<file path="config.mk">
export PLATFORM = sky130hd
export DESIGN_NAME = retire_queue
export DESIGN_NICKNAME = d
export VERILOG_FILES = /design/src/rtl/rq_pkg.sv /design/src/rtl/rq_ptr_ctrl.sv /design/src/rtl/rq_entry_store.sv /design/src/rtl/rq_retire_pick.sv /design/src/rtl/rq_squash_pick.sv /design/src/rtl/retire_queue.sv
export SDC_FILE = /design/constraint.sdc
export NUM_CORES = 1
export LEC_CHECK = 0
export ABC_CLOCK_PERIOD_IN_PS = 3700
export BUFFER_PORTS_ARGS = -buffer_cell sky130_fd_sc_hd__buf_2
export CORE_MARGIN = 2
export CORE_UTILIZATION = 36
export DETAILED_ROUTE_END_ITERATION = 12
export HOLD_SLACK_MARGIN = 0.03
export PLACE_DENSITY_LB_ADDON = 0.2
export SLEW_MARGIN = 20
export SYNTH_ARGS = -nofsm -noshare
export SYNTH_HDL_FRONTEND = slang
export SYNTH_SLANG_ARGS = --single-unit
</file>
<file path="constraint.sdc">
create_clock -name clk -period 3.7 [get_ports clk]
set_input_delay 0.555 -clock clk [delete_from_list [all_inputs] [get_ports clk]]
set_output_delay 0.555 -clock clk [all_outputs]
set_load 0.02 [all_outputs]
</file>
<file path="src/rtl/rq_pkg.sv">
package rq_pkg;
  typedef enum logic {
    ST_RUN  = 1'b0,
    ST_WALK = 1'b1
  } rq_state_e;
endpackage

</file>
<file path="src/rtl/rq_ptr_ctrl.sv">
module rq_ptr_ctrl
  import rq_pkg::*;
#(
  parameter int DEPTH = 16,
  parameter int RET_W = 2,
  parameter int PTR_W = 5,
  parameter int CW    = 2
) (
  input  logic             clk,
  input  logic             rst_n,
  input  logic             alloc_fire,
  input  logic             exc_fire,
  input  logic             mp_fire,
  input  logic [PTR_W-1:0] mp_tag,
  input  logic [CW-1:0]    n_ret,
  input  logic [CW-1:0]    n_sq,
  output logic [PTR_W-1:0] head_q,
  output logic [PTR_W-1:0] tail_q,
  output logic [PTR_W-1:0] stop_q,
  output logic             walking
);
  rq_state_e st_q, st_d;
  logic [PTR_W-1:0] head_d, tail_d, stop_d;
  logic [PTR_W-1:0] remain;

  assign remain  = tail_q - stop_q;
  assign walking = (st_q == ST_WALK);

  always_comb begin
    head_d = head_q;
    tail_d = tail_q;
    stop_d = stop_q;
    st_d   = st_q;
    if (st_q == ST_RUN) begin
      head_d = head_q + PTR_W'(n_ret);
      if (exc_fire) begin
        st_d   = ST_WALK;
        stop_d = head_q;
      end else if (mp_fire) begin
        st_d   = ST_WALK;
        stop_d = mp_tag + PTR_W'(1);
      end else if (alloc_fire) begin
        tail_d = tail_q + PTR_W'(1);
      end
    end else begin
      tail_d = tail_q - PTR_W'(n_sq);
      if (remain <= PTR_W'(RET_W)) st_d = ST_RUN;
    end
  end

  always_ff @(posedge clk or negedge rst_n) begin
    if (!rst_n) begin
      head_q <= '0;
      tail_q <= '0;
      stop_q <= '0;
      st_q   <= ST_RUN;
    end else begin
      head_q <= head_d;
      tail_q <= tail_d;
      stop_q <= stop_d;
      st_q   <= st_d;
    end
  end

  assert_occupancy_bound_R7: assert property (@(posedge clk) disable iff (!rst_n)
    (tail_q - head_q) <= PTR_W'(DEPTH))
    else $error("occupancy above depth");

  assert_head_frozen_in_walk_R6: assert property (@(posedge clk) disable iff (!rst_n)
    (st_q == ST_WALK) |=> $stable(head_q))
    else $error("head moved during discard walk");
endmodule

</file>
<file path="src/rtl/rq_entry_store.sv">
module rq_entry_store #(
  parameter int DEPTH = 16,
  parameter int IDX_W = 4,
  parameter int PC_W  = 32,
  parameter int OP_W  = 4,
  parameter int PR_W  = 7
) (
  input  logic             clk,
  input  logic             rst_n,
  input  logic             wr_en,
  input  logic [IDX_W-1:0] wr_idx,
  input  logic [PC_W-1:0]  wr_pc,
  input  logic [OP_W-1:0]  wr_op,
  input  logic [PR_W-1:0]  wr_dst,
  input  logic [PR_W-1:0]  wr_old,
  input  logic             cp_en,
  input  logic [IDX_W-1:0] cp_idx,
  input  logic             cp_fault,
  output logic [PC_W-1:0]  pc_q   [DEPTH],
  output logic [OP_W-1:0]  op_q   [DEPTH],
  output logic [PR_W-1:0]  dst_q  [DEPTH],
  output logic [PR_W-1:0]  old_q  [DEPTH],
  output logic             done_q [DEPTH],
  output logic             flt_q  [DEPTH]
);
  for (genvar i = 0; i < DEPTH; i++) begin : g_ent
    logic wr_hit, cp_hit;
    assign wr_hit = wr_en && (wr_idx == IDX_W'(i));
    assign cp_hit = cp_en && (cp_idx == IDX_W'(i));

    always_ff @(posedge clk) begin
      if (wr_hit) begin
        pc_q[i]  <= wr_pc;
        op_q[i]  <= wr_op;
        dst_q[i] <= wr_dst;
        old_q[i] <= wr_old;
      end
    end

    always_ff @(posedge clk or negedge rst_n) begin
      if (!rst_n) begin
        done_q[i] <= 1'b0;
        flt_q[i]  <= 1'b0;
      end else if (wr_hit) begin
        done_q[i] <= 1'b0;
        flt_q[i]  <= 1'b0;
      end else if (cp_hit) begin
        done_q[i] <= 1'b1;
        flt_q[i]  <= cp_fault;
      end
    end
  end
endmodule

</file>
<file path="src/rtl/rq_retire_pick.sv">
module rq_retire_pick #(
  parameter int DEPTH = 16,
  parameter int RET_W = 2,
  parameter int IDX_W = 4,
  parameter int PTR_W = 5,
  parameter int CW    = 2,
  parameter int PC_W  = 32,
  parameter int OP_W  = 4,
  parameter int PR_W  = 7
) (
  input  logic                  run,
  input  logic                  hold,
  input  logic [PTR_W-1:0]      head,
  input  logic [PTR_W-1:0]      tail,
  input  logic [PC_W-1:0]       pc_q   [DEPTH],
  input  logic [OP_W-1:0]       op_q   [DEPTH],
  input  logic [PR_W-1:0]       old_q  [DEPTH],
  input  logic                  done_q [DEPTH],
  input  logic                  flt_q  [DEPTH],
  output logic [RET_W-1:0]      rt_valid,
  output logic [RET_W*PR_W-1:0] rt_old,
  output logic [CW-1:0]         n_ret,
  output logic                  exc,
  output logic [PC_W-1:0]       exc_pc,
  output logic [OP_W-1:0]       exc_op
);
  logic [PTR_W-1:0] cnt;
  logic [IDX_W-1:0] hidx;
  logic [RET_W:0]   chain;

  assign cnt      = tail - head;
  assign hidx     = head[IDX_W-1:0];
  assign chain[0] = run & ~hold;

  for (genvar k = 0; k < RET_W; k++) begin : g_slot
    logic [IDX_W-1:0] idx;
    logic             live;
    assign idx          = IDX_W'(head + PTR_W'(k));
    assign live         = PTR_W'(k) < cnt;
    assign chain[k+1]   = chain[k] & live & done_q[idx] & ~flt_q[idx];
    assign rt_valid[k]  = chain[k+1];
    assign rt_old[k*PR_W +: PR_W] = old_q[idx];
  end

  always_comb begin
    n_ret = '0;
    for (int k = 0; k < RET_W; k++) n_ret = n_ret + CW'(rt_valid[k]);
  end

  assign exc    = run & (cnt != '0) & done_q[hidx] & flt_q[hidx];
  assign exc_pc = pc_q[hidx];
  assign exc_op = op_q[hidx];
endmodule

</file>
<file path="src/rtl/rq_squash_pick.sv">
module rq_squash_pick #(
  parameter int DEPTH = 16,
  parameter int RET_W = 2,
  parameter int IDX_W = 4,
  parameter int PTR_W = 5,
  parameter int CW    = 2,
  parameter int PR_W  = 7
) (
  input  logic                  walking,
  input  logic [PTR_W-1:0]      tail,
  input  logic [PTR_W-1:0]      stop,
  input  logic [PR_W-1:0]       dst_q [DEPTH],
  output logic [RET_W-1:0]      sq_valid,
  output logic [RET_W*PR_W-1:0] sq_dst,
  output logic [CW-1:0]         n_sq
);
  logic [PTR_W-1:0] remain;
  assign remain = tail - stop;

  for (genvar k = 0; k < RET_W; k++) begin : g_slot
    logic [IDX_W-1:0] idx;
    assign idx         = IDX_W'(tail - PTR_W'(k + 1));
    assign sq_valid[k] = walking & (PTR_W'(k) < remain);
    assign sq_dst[k*PR_W +: PR_W] = dst_q[idx];
  end

  always_comb begin
    n_sq = '0;
    for (int k = 0; k < RET_W; k++) n_sq = n_sq + CW'(sq_valid[k]);
  end
endmodule

</file>
<file path="src/rtl/retire_queue.sv">
module retire_queue #(
  parameter int DEPTH = 16,
  parameter int RET_W = 2,
  parameter int PC_W  = 32,
  parameter int OP_W  = 4,
  parameter int PR_W  = 7,
  parameter int IDX_W = $clog2(DEPTH),
  parameter int PTR_W = IDX_W + 1
) (
  input  logic                  clk,
  input  logic                  rst_n,
  input  logic                  al_valid,
  output logic                  al_ready,
  input  logic [PC_W-1:0]       al_pc,
  input  logic [OP_W-1:0]       al_op,
  input  logic [PR_W-1:0]       al_dst,
  input  logic [PR_W-1:0]       al_old,
  output logic [PTR_W-1:0]      al_tag,
  input  logic                  cp_valid,
  input  logic [IDX_W-1:0]      cp_idx,
  input  logic                  cp_fault,
  input  logic                  mp_valid,
  input  logic [PTR_W-1:0]      mp_tag,
  output logic [RET_W-1:0]      rt_valid,
  output logic [RET_W*PR_W-1:0] rt_old,
  output logic [RET_W-1:0]      sq_valid,
  output logic [RET_W*PR_W-1:0] sq_dst,
  output logic                  ex_valid,
  output logic [PC_W-1:0]       ex_pc,
  output logic [OP_W-1:0]       ex_op,
  output logic                  empty,
  output logic                  full
);
  localparam int CW = $clog2(RET_W + 1);

  logic [1:0] rst_sync_q;
  logic       rst_s;

  always_ff @(posedge clk or negedge rst_n) begin
    if (!rst_n) rst_sync_q <= 2'b00;
    else        rst_sync_q <= {rst_sync_q[0], 1'b1};
  end
  assign rst_s = rst_sync_q[1];

  logic [PTR_W-1:0] head_q, tail_q, stop_q, cnt;
  logic             walking, alloc_fire;
  logic [CW-1:0]    n_ret, n_sq;

  logic [PC_W-1:0]  pc_q   [DEPTH];
  logic [OP_W-1:0]  op_q   [DEPTH];
  logic [PR_W-1:0]  dst_q  [DEPTH];
  logic [PR_W-1:0]  old_q  [DEPTH];
  logic             done_q [DEPTH];
  logic             flt_q  [DEPTH];

  assign cnt        = tail_q - head_q;
  assign full       = (cnt == PTR_W'(DEPTH));
  assign empty      = (cnt == '0);
  assign al_ready   = ~walking & ~ex_valid & ~mp_valid & ~full;
  assign alloc_fire = al_valid & al_ready;
  assign al_tag     = tail_q;

  rq_ptr_ctrl #(.DEPTH(DEPTH), .RET_W(RET_W), .PTR_W(PTR_W), .CW(CW)) ptr_i (
    .clk(clk), .rst_n(rst_s), .alloc_fire(alloc_fire), .exc_fire(ex_valid),
    .mp_fire(mp_valid), .mp_tag(mp_tag), .n_ret(n_ret), .n_sq(n_sq),
    .head_q(head_q), .tail_q(tail_q), .stop_q(stop_q), .walking(walking));

  rq_entry_store #(.DEPTH(DEPTH), .IDX_W(IDX_W), .PC_W(PC_W), .OP_W(OP_W), .PR_W(PR_W)) store_i (
    .clk(clk), .rst_n(rst_s), .wr_en(alloc_fire), .wr_idx(tail_q[IDX_W-1:0]),
    .wr_pc(al_pc), .wr_op(al_op), .wr_dst(al_dst), .wr_old(al_old),
    .cp_en(cp_valid), .cp_idx(cp_idx), .cp_fault(cp_fault),
    .pc_q(pc_q), .op_q(op_q), .dst_q(dst_q), .old_q(old_q), .done_q(done_q), .flt_q(flt_q));

  rq_retire_pick #(.DEPTH(DEPTH), .RET_W(RET_W), .IDX_W(IDX_W), .PTR_W(PTR_W), .CW(CW),
                   .PC_W(PC_W), .OP_W(OP_W), .PR_W(PR_W)) ret_i (
    .run(~walking), .hold(mp_valid), .head(head_q), .tail(tail_q),
    .pc_q(pc_q), .op_q(op_q), .old_q(old_q), .done_q(done_q), .flt_q(flt_q),
    .rt_valid(rt_valid), .rt_old(rt_old), .n_ret(n_ret),
    .exc(ex_valid), .exc_pc(ex_pc), .exc_op(ex_op));

  rq_squash_pick #(.DEPTH(DEPTH), .RET_W(RET_W), .IDX_W(IDX_W), .PTR_W(PTR_W), .CW(CW),
                   .PR_W(PR_W)) sq_i (
    .walking(walking), .tail(tail_q), .stop(stop_q), .dst_q(dst_q),
    .sq_valid(sq_valid), .sq_dst(sq_dst), .n_sq(n_sq));

  assert_full_refuses_R2: assert property (@(posedge clk) disable iff (!rst_s)
    full |-> !al_ready)
    else $error("ready while full");

  assert_flags_exclusive_R7: assert property (@(posedge clk) disable iff (!rst_s)
    !(full && empty))
    else $error("full and empty together");

  assert_fault_blocks_alloc_R5: assert property (@(posedge clk) disable iff (!rst_s)
    ex_valid |=> !al_ready)
    else $error("allocation open after fault report");

  assert_fault_no_commit_R5: assert property (@(posedge clk) disable iff (!rst_s)
    ex_valid |-> (rt_valid == '0))
    else $error("commit alongside fault report");

  assert_discard_no_commit_R6: assert property (@(posedge clk) disable iff (!rst_s)
    (sq_valid != '0) |-> (rt_valid == '0))
    else $error("commit during discard");

  for (genvar k = 1; k < RET_W; k++) begin : g_ord
    assert_slot_order_R4: assert property (@(posedge clk) disable iff (!rst_s)
      rt_valid[k] |-> rt_valid[k-1])
      else $error("commit slot skipped");
  end
endmodule

</file>
Word-level counts from Yosys, hierarchy flattened
Cells that the tools add are included.
- memories: 0
- register bits after elaboration: 850
- bits in latches: 0
- memory bits (writable): 0
- input port bits: 65
- bits in read-only memories: 0
- logic and storage cells: 340
- div/mod/pow operators: 0
- reductions and logical operators: 56
- order comparisons: 9
- eq/ne operators: 33
- $add $sub $neg: 11
- $mul: 0
- multiplexer cells: 104
- bitwise logic cells: 26
- shifts and indexed selects: 0
- operators by type and width (cell ; number):
    32-bit binary-select mux with 4-bit select ; 1
    7-bit binary-select mux with 4-bit select ; 4
    1-bit 2-to-1 mux ; 76
    4-bit equality test, second input constant ; 16
    32-bit 2-to-1 mux ; 2
    7-bit 2-to-1 mux ; 8
    2-bit nonzero test ; 18
    4-bit by 3-bit equality test with 1-bit output, second input constant ; 8
    1-bit logical AND ; 32
    5-bit 2-to-1 mux ; 6
    5-bit greater-or-equal comparator, second input constant ; 4
    1-bit by 5-bit less-than comparator with 1-bit output, first input constant ; 4
    4-bit inverter with 5-bit output ; 4
    1-bit bitwise AND ; 16
    1-bit binary-select mux with 4-bit select ; 4
    4-bit binary-select mux with 4-bit select ; 1
    4-bit by 2-bit equality test with 1-bit output, second input constant ; 4
    5-bit by 1-bit adder with 5-bit output, second input constant ; 2
    5-bit subtractor ; 2
    4-bit by 1-bit equality test with 1-bit output, second input constant ; 2
    4-bit logical NOT ; 2
    4-bit 2-to-1 mux ; 2
    1-bit inverter ; 6
    5-bit by 2-bit adder with 5-bit output ; 1
    other kinds (12) ; 14

Logic depth before layout (Yosys ltp)
- depth in word-level cells: 15
- gate-level depth with buffers: 19
- mapped depth without buffers: 17

By module
Synthesis repeated with hierarchy kept, for this count alone.
- cell total of the unflattened synthesis: 1997
- area, all modules: 36087.1 sq um
- by module, submodules not included (module ; area an instance (sq um) ; cells an instance ; times used):
    rq_entry_store ; 25592.0 ; 962 ; 1
    rq_retire_pick ; 7013.0 ; 670 ; 1
    rq_squash_pick ; 2095.8 ; 219 ; 1
    rq_ptr_ctrl ; 1109.8 ; 115 ; 1
    retire_queue ; 276.5 ; 31 ; 1

Worst setup path after synthesis
No wires, ideal clock.
- path type: flip-flop to flip-flop
- from: register ptr_i.tail_q[0]
- to: register store_i.dst_q[0] (netlist name), enable pin
- buffers on the path: 2
- setup slack: -3.189 ns
- cell stages (with the launch flop): 12
- required time: 3.176 ns
- data arrival time: 6.366 ns
- library setup time: 0.524 ns
- clock period less this slack: 6.889 ns
- path through: dfrtp_1 > clkbuf_1 > buf_1 > inv_1 > ha_1 > inv_1 > fa_1 > nor3b_1 > a21bo_2 > o221ai_4 > inv_2 > nor3_1
- cells in the longest elaborated chain, start to end: 11
- elaborated cells between the ends (all ways): 14
- those cells by class: 1 x add/sub; 2 x eq/ne; 9 x bitwise; 2 x reduce/logical
- ends and longest elaborated chain (element ; line ; text):
    start: declaration ; rq_ptr_ctrl.sv:18 ; output logic [PTR_W-1:0] tail_q,
    start signal: assignment ; rq_ptr_ctrl.sv:59 ; tail_q <= tail_d;
    5-bit subtractor ; rq_retire_pick.sv:31 ; assign cnt = tail - head;
    5-bit nonzero test ; rq_retire_pick.sv:50 ; assign exc = run & (cnt != '0) & done_q[hidx] & flt_q[hidx];
    1-bit bitwise AND (3 in a row) ; rq_retire_pick.sv:50 ;
    via ex_valid ; retire_queue.sv:28 ; output logic ex_valid,
    1-bit inverter ; retire_queue.sv:59 ; assign al_ready = ~walking & ~ex_valid & ~mp_valid & ~full;
    1-bit bitwise AND (3 in a row) ; retire_queue.sv:59 ;
    1-bit bitwise AND ; retire_queue.sv:60 ; assign alloc_fire = al_valid & al_ready;
    1-bit logical AND ; rq_entry_store.sv:28 ; assign wr_hit = wr_en && (wr_idx == IDX_W'(i));
    via store_i.g_ent[15].wr_hit ; rq_entry_store.sv:27 ; logic wr_hit, cp_hit;
    end signal: indexed assignment ; rq_entry_store.sv:35 ; dst_q[i] <= wr_dst;
    end: declaration ; rq_entry_store.sv:21 ; output logic [PR_W-1:0] dst_q [DEPTH],
The timed path passes the listed nets, and every way through them passes these cells.
A chain may end at the register's enable or synchronous reset.

Worst setup path in the final report
- from: register ptr_i.tail_q[0]
- to: output port rt_valid[1]
- cells in the longest elaborated chain, start to end: 8
- elaborated cells between the ends (all ways): 9
- those cells by class: 1 x add/sub; 2 x order compare; 6 x bitwise
- ends and longest elaborated chain (element ; line ; text):
    5-bit subtractor * ; rq_retire_pick.sv:31 ;
    1-bit by 5-bit less-than comparator with 1-bit output ; rq_retire_pick.sv:39 ; assign live = PTR_W'(k) < cnt;
    1-bit bitwise AND (3 in a row) ; rq_retire_pick.sv:40 ; assign chain[k+1] = chain[k] & live & done_q[idx] & ~flt_q[idx];
    1-bit bitwise AND * (3 in a row) ; rq_retire_pick.sv:40 ;
    end: declaration ; retire_queue.sv:24 ; output logic [RET_W-1:0] rt_valid,
Mark *: on every way between the ends. The rest lies on a longest branch, timed or not.

==> run_results.csv <==
group,metric,value,unit
outcome,run_status,"finished clean",
grt,grtUsageTotal,0.179,
route,drt_pass1_iterations,6,
synth,netlist_instances,1558,
synth,synth_top_cell_area_share,0.684,
grt,met1_usage,0.248,
pwr,peakVddDrop,451,uV
setup_path,worstPathRequired,3.14,ns
timing,fin_skew,0.0539,ns
setup_path,cp_slowest_stage_delay,0.51,ns
clocking,h-tree-depth,3,
pwr,power.leakage,13.4,nW
setup_path,cp.arrival,3.07,ns
timing,setup_viol,0,
die,die_w,316,um
synth,yosysWarnings,0,
die,io_pins,142,
synth,synth_most_common_cell,"edfxtp_1",
pwr,cellPowerDensity,725,mW/mm2
synth,synth-seq-cells,850,
placement,dp_hpwl,49.8,mm
setup_path,critPathSlowestCell,"dfrtp_4",
grt,grt-ovfl-total,0,
synth,synth.top_cells.by_count,"edfxtp_1, mux4_2, dfrtp_1, clkbuf_1, nor2_1",
cells_and_area,diodes,0,
route,drt_iter0_drc,1517,
synth,yosysSeqAreaShare,0.720,
synth,yosys.area.top_type,"edfxtp_1",
grt,grt_pass1_wl,129,mm
setup_path,crit_fanout,6,
route,drtAntennaViolNets,0,
clocking,cts_tree,"yes",
timing,hold_ws,0.235,ns
clocking,clk_latency,0.66,ns
synth,ys.flop_type,"edfxtp_1",
synth,synth.area.top_cells,"edfxtp_1, mux4_2, dfrtp_1",
synth,syn_area,0.0351,mm2
die,die_area,0.100,mm2
cells_and_area,areaGrowthSynthToFinish,19.6,%
grt,use_met3,0.0373,
setup_path,critical-path-top-delay-family,"compound AO/OA/AOI/OAI gates",
grt,grt_antenna_before_repair,11,
setup_path,regToRegSetupSlack,0.18,ns
grt,grt.busiest_layer,"met2",
synth,yosysUniqueCellTypes,59,
cells_and_area,layout.nets,1902,
setup_path,cp_num_buf_inv,4,
route,wl_per_cell,27.9,um
timing,fmax,0.276,GHz
grt,grt_max_degree,76,
die,die_y,316,um
grt,grt_pass1_vias,18400,
route,vias_per_cell,5.47,
synth,syn_area_per_cell,22.5,um2
route,detail_route.wirelength,88.4,mm
clocking,cts.sinks,850,
placement,port_buffers,141,
synth,async_flop_share,0.0588,
synth,synth-edff-count,800,
die,core,0.0967,mm2
timing,rsz0062_at_grt,"yes",
timing,hold_violations,0,
placement,routabilityCongestion,0.840,
clocking,clkTransAtPathRegs,0.06,ns
setup_path,end_kind,"output port",
cells_and_area,fillers,8349,
clocking,clk_path_buf_depth,3,
cells_and_area,utilization,0.434,
timing,fin_crit_sh,0.981,
worst_hold_path,worstHoldPathType,"in -> async",
flow_run,maxCapViolCount,0,
die,rows,114,
setup_path,crit_top_cell,"buf_4",
timing,slew_viol_final,0,
setup_path,path_cells,"inv_8 -> ha_4 -> inv_2 -> fa_2 -> a21o_1 -> a21oi_2 -> xnor2_2 -> buf_4 -> a2111o_1 -> o2111a_2 -> buf_4",
setup_path,crit_type,"reg -> out",
grt,met2_usage,0.290,
setup_path,worstSetupStartpointType,"flop",
cells_and_area,layout-drive-gt1-share,0.405,
clocking,clockRootBuffer,"clkbuf_16",
timing,slew_headroom,0.501,
timing,final.min_clock_period,3.63,ns
synth,syn-num-nets,1647,
clocking,cts_inserted_buffers,94,
timing,worstMarginPinSlew,0.748,ns
route,route.detailed.drc,0,
die,start_util,0.363,
route,vias,17300,
==> power breakdown <==
group / internal, mW / total (mW) / switching [mW]
Combinational: 5.08 / 10.1 / 5.06
Clock: 5.41 / 9.21 / 3.80
Sequential: 10.8 / 11.1 / 0.267
Total: 21.3 / 30.4 / 9.12
==> cell families (layout without fill, tap and decap cells) <==
kind of cell             count (synthesis)  in the layout  share of synthesized area
flip-flops                             850            850                      0.720
multiplexers                           354            354                      0.218
AND/OR/NAND/NOR                        115            115                     0.0174
buffers and inverters                  112            444                     0.0133
AO/OA/AOI/OAI                           81             81                     0.0163
adder cells (fa/ha/maj)                 24             24                    0.00941
XOR/XNOR                                21             21                    0.00524
other                                    1              1                   0.000107
==> path summary, 6_finish.rpt <==
path,start,to,depth (start not counted)
max,ptr_i.tail_q[0],rt_valid[1],11
min,rst_n,rst_sync_q[1],2
max reg2reg,ptr_i.tail_q[0],store_i.dst_q[61],14
min reg2reg,rst_sync_q[1],ptr_i.head_q[4],0
max in group asynchronous,rst_sync_q[1],ptr_i.tail_q[0],0
min in group clk,al_old[5],store_i.old_q[33],1
==> per-layer routing <==
metal / vias to the layer above / wire length [um]
met5: - / 90
met4: 14 / 2070
met3: 154 / 4950
met2: 481 / 42700
met1: 9438 / 38600
li1: 7234 / -
==> cell type report <==
type | instances | area [um2] | area share
well taps | 1276 | 1600 | 0.0380
clock buffers | 118 | 2480 | 0.0592
clock inverters | 55 | 582 | 0.0139
multi-input cells | 596 | 9550 | 0.228
flip-flops and latches | 850 | 25300 | 0.603
repair buffers | 250 | 2360 | 0.0561
inverters | 21 | 98.8 | 0.00236
==> stage by stage <==
step | power [mW] | setup TNS (ns) | worst slack (ns) | cells | area (um2)
global placement | 20.6 | 0 | 0.227 | 2963 | 38200
global route | 31.8 | -0.147 | -0.0501 | 3166 | 42000
finish | 30.4 | 0 | 0.0708 | 3166 | 42000
floorplan | 17.9 | -18.15 | -0.348 | 1558 | 35200
CTS | 30.5 | -0.385 | -0.138 | 3153 | 41700
detailed placement | 20.7 | 0 | 0.207 | 2963 | 38200
==> flip-flops by register name (all words and copies together) (netlist names), 2 cells and up <==
name and count:
store_i.flt_q 16, store_i.old_q 112, ptr_i.stop_q 5, ptr_i.head_q 5, rst_sync_q 2, ptr_i.tail_q 5
store_i.pc_q 512, store_i.done_q 16, store_i.op_q 64, store_i.dst_q 112
==> cell usage in the layout (no fill, tap or decap), types with 4 or more instances in the layout <==
| master | synthesis | routed |
|---|---|---|
| edfxtp_1 | 800 | 800 |
| mux4_2 | 328 | 328 |
| buf_2 | 16 | 132 |
| clkbuf_16 | 0 | 98 |
| buf_4 | 5 | 49 |
| dfrtp_1 | 50 | 44 |
| buf_12 | 0 | 41 |
| nor2_1 | 31 | 31 |
| a31oi_1 | 25 | 25 |
| clkinv_1 | 1 | 23 |
| nand2_1 | 22 | 22 |
| clkbuf_1 | 47 | 22 |
| mux2i_1 | 18 | 18 |
| ha_1 | 20 | 15 |
| a21oi_1 | 16 | 14 |
| clkinv_2 | 0 | 14 |
| xnor2_1 | 15 | 13 |
| inv_1 | 18 | 12 |
| buf_6 | 1 | 12 |
| and3_4 | 0 | 11 |
| bufinv_16 | 0 | 9 |
| mux2_2 | 8 | 8 |
| buf_16 | 0 | 8 |
| nand3_1 | 7 | 7 |
| nand2b_1 | 7 | 7 |
| xor2_1 | 6 | 6 |
| o32ai_1 | 6 | 6 |
| nor3_1 | 7 | 6 |
| clkinvlp_4 | 0 | 5 |
| a21o_1 | 5 | 5 |
| and2_1 | 9 | 5 |
| dfrtp_4 | 0 | 5 |
| o21ai_0 | 4 | 4 |
| and2_4 | 0 | 4 |
| nor3b_1 | 5 | 4 |
| ha_4 | 0 | 4 |
==> what timing repair did <==
item | CTS | global route
setup buffers | 10 | 12
gates resized for setup | 28 | 37
setup endpoints to repair | 57 | 21
hold buffers | 1 | 0
endpoints found under the hold margin | 2 | 0
gates cloned | 6 | 2
pin swaps | 3 | 5
(Power assumes the default switching activity.)
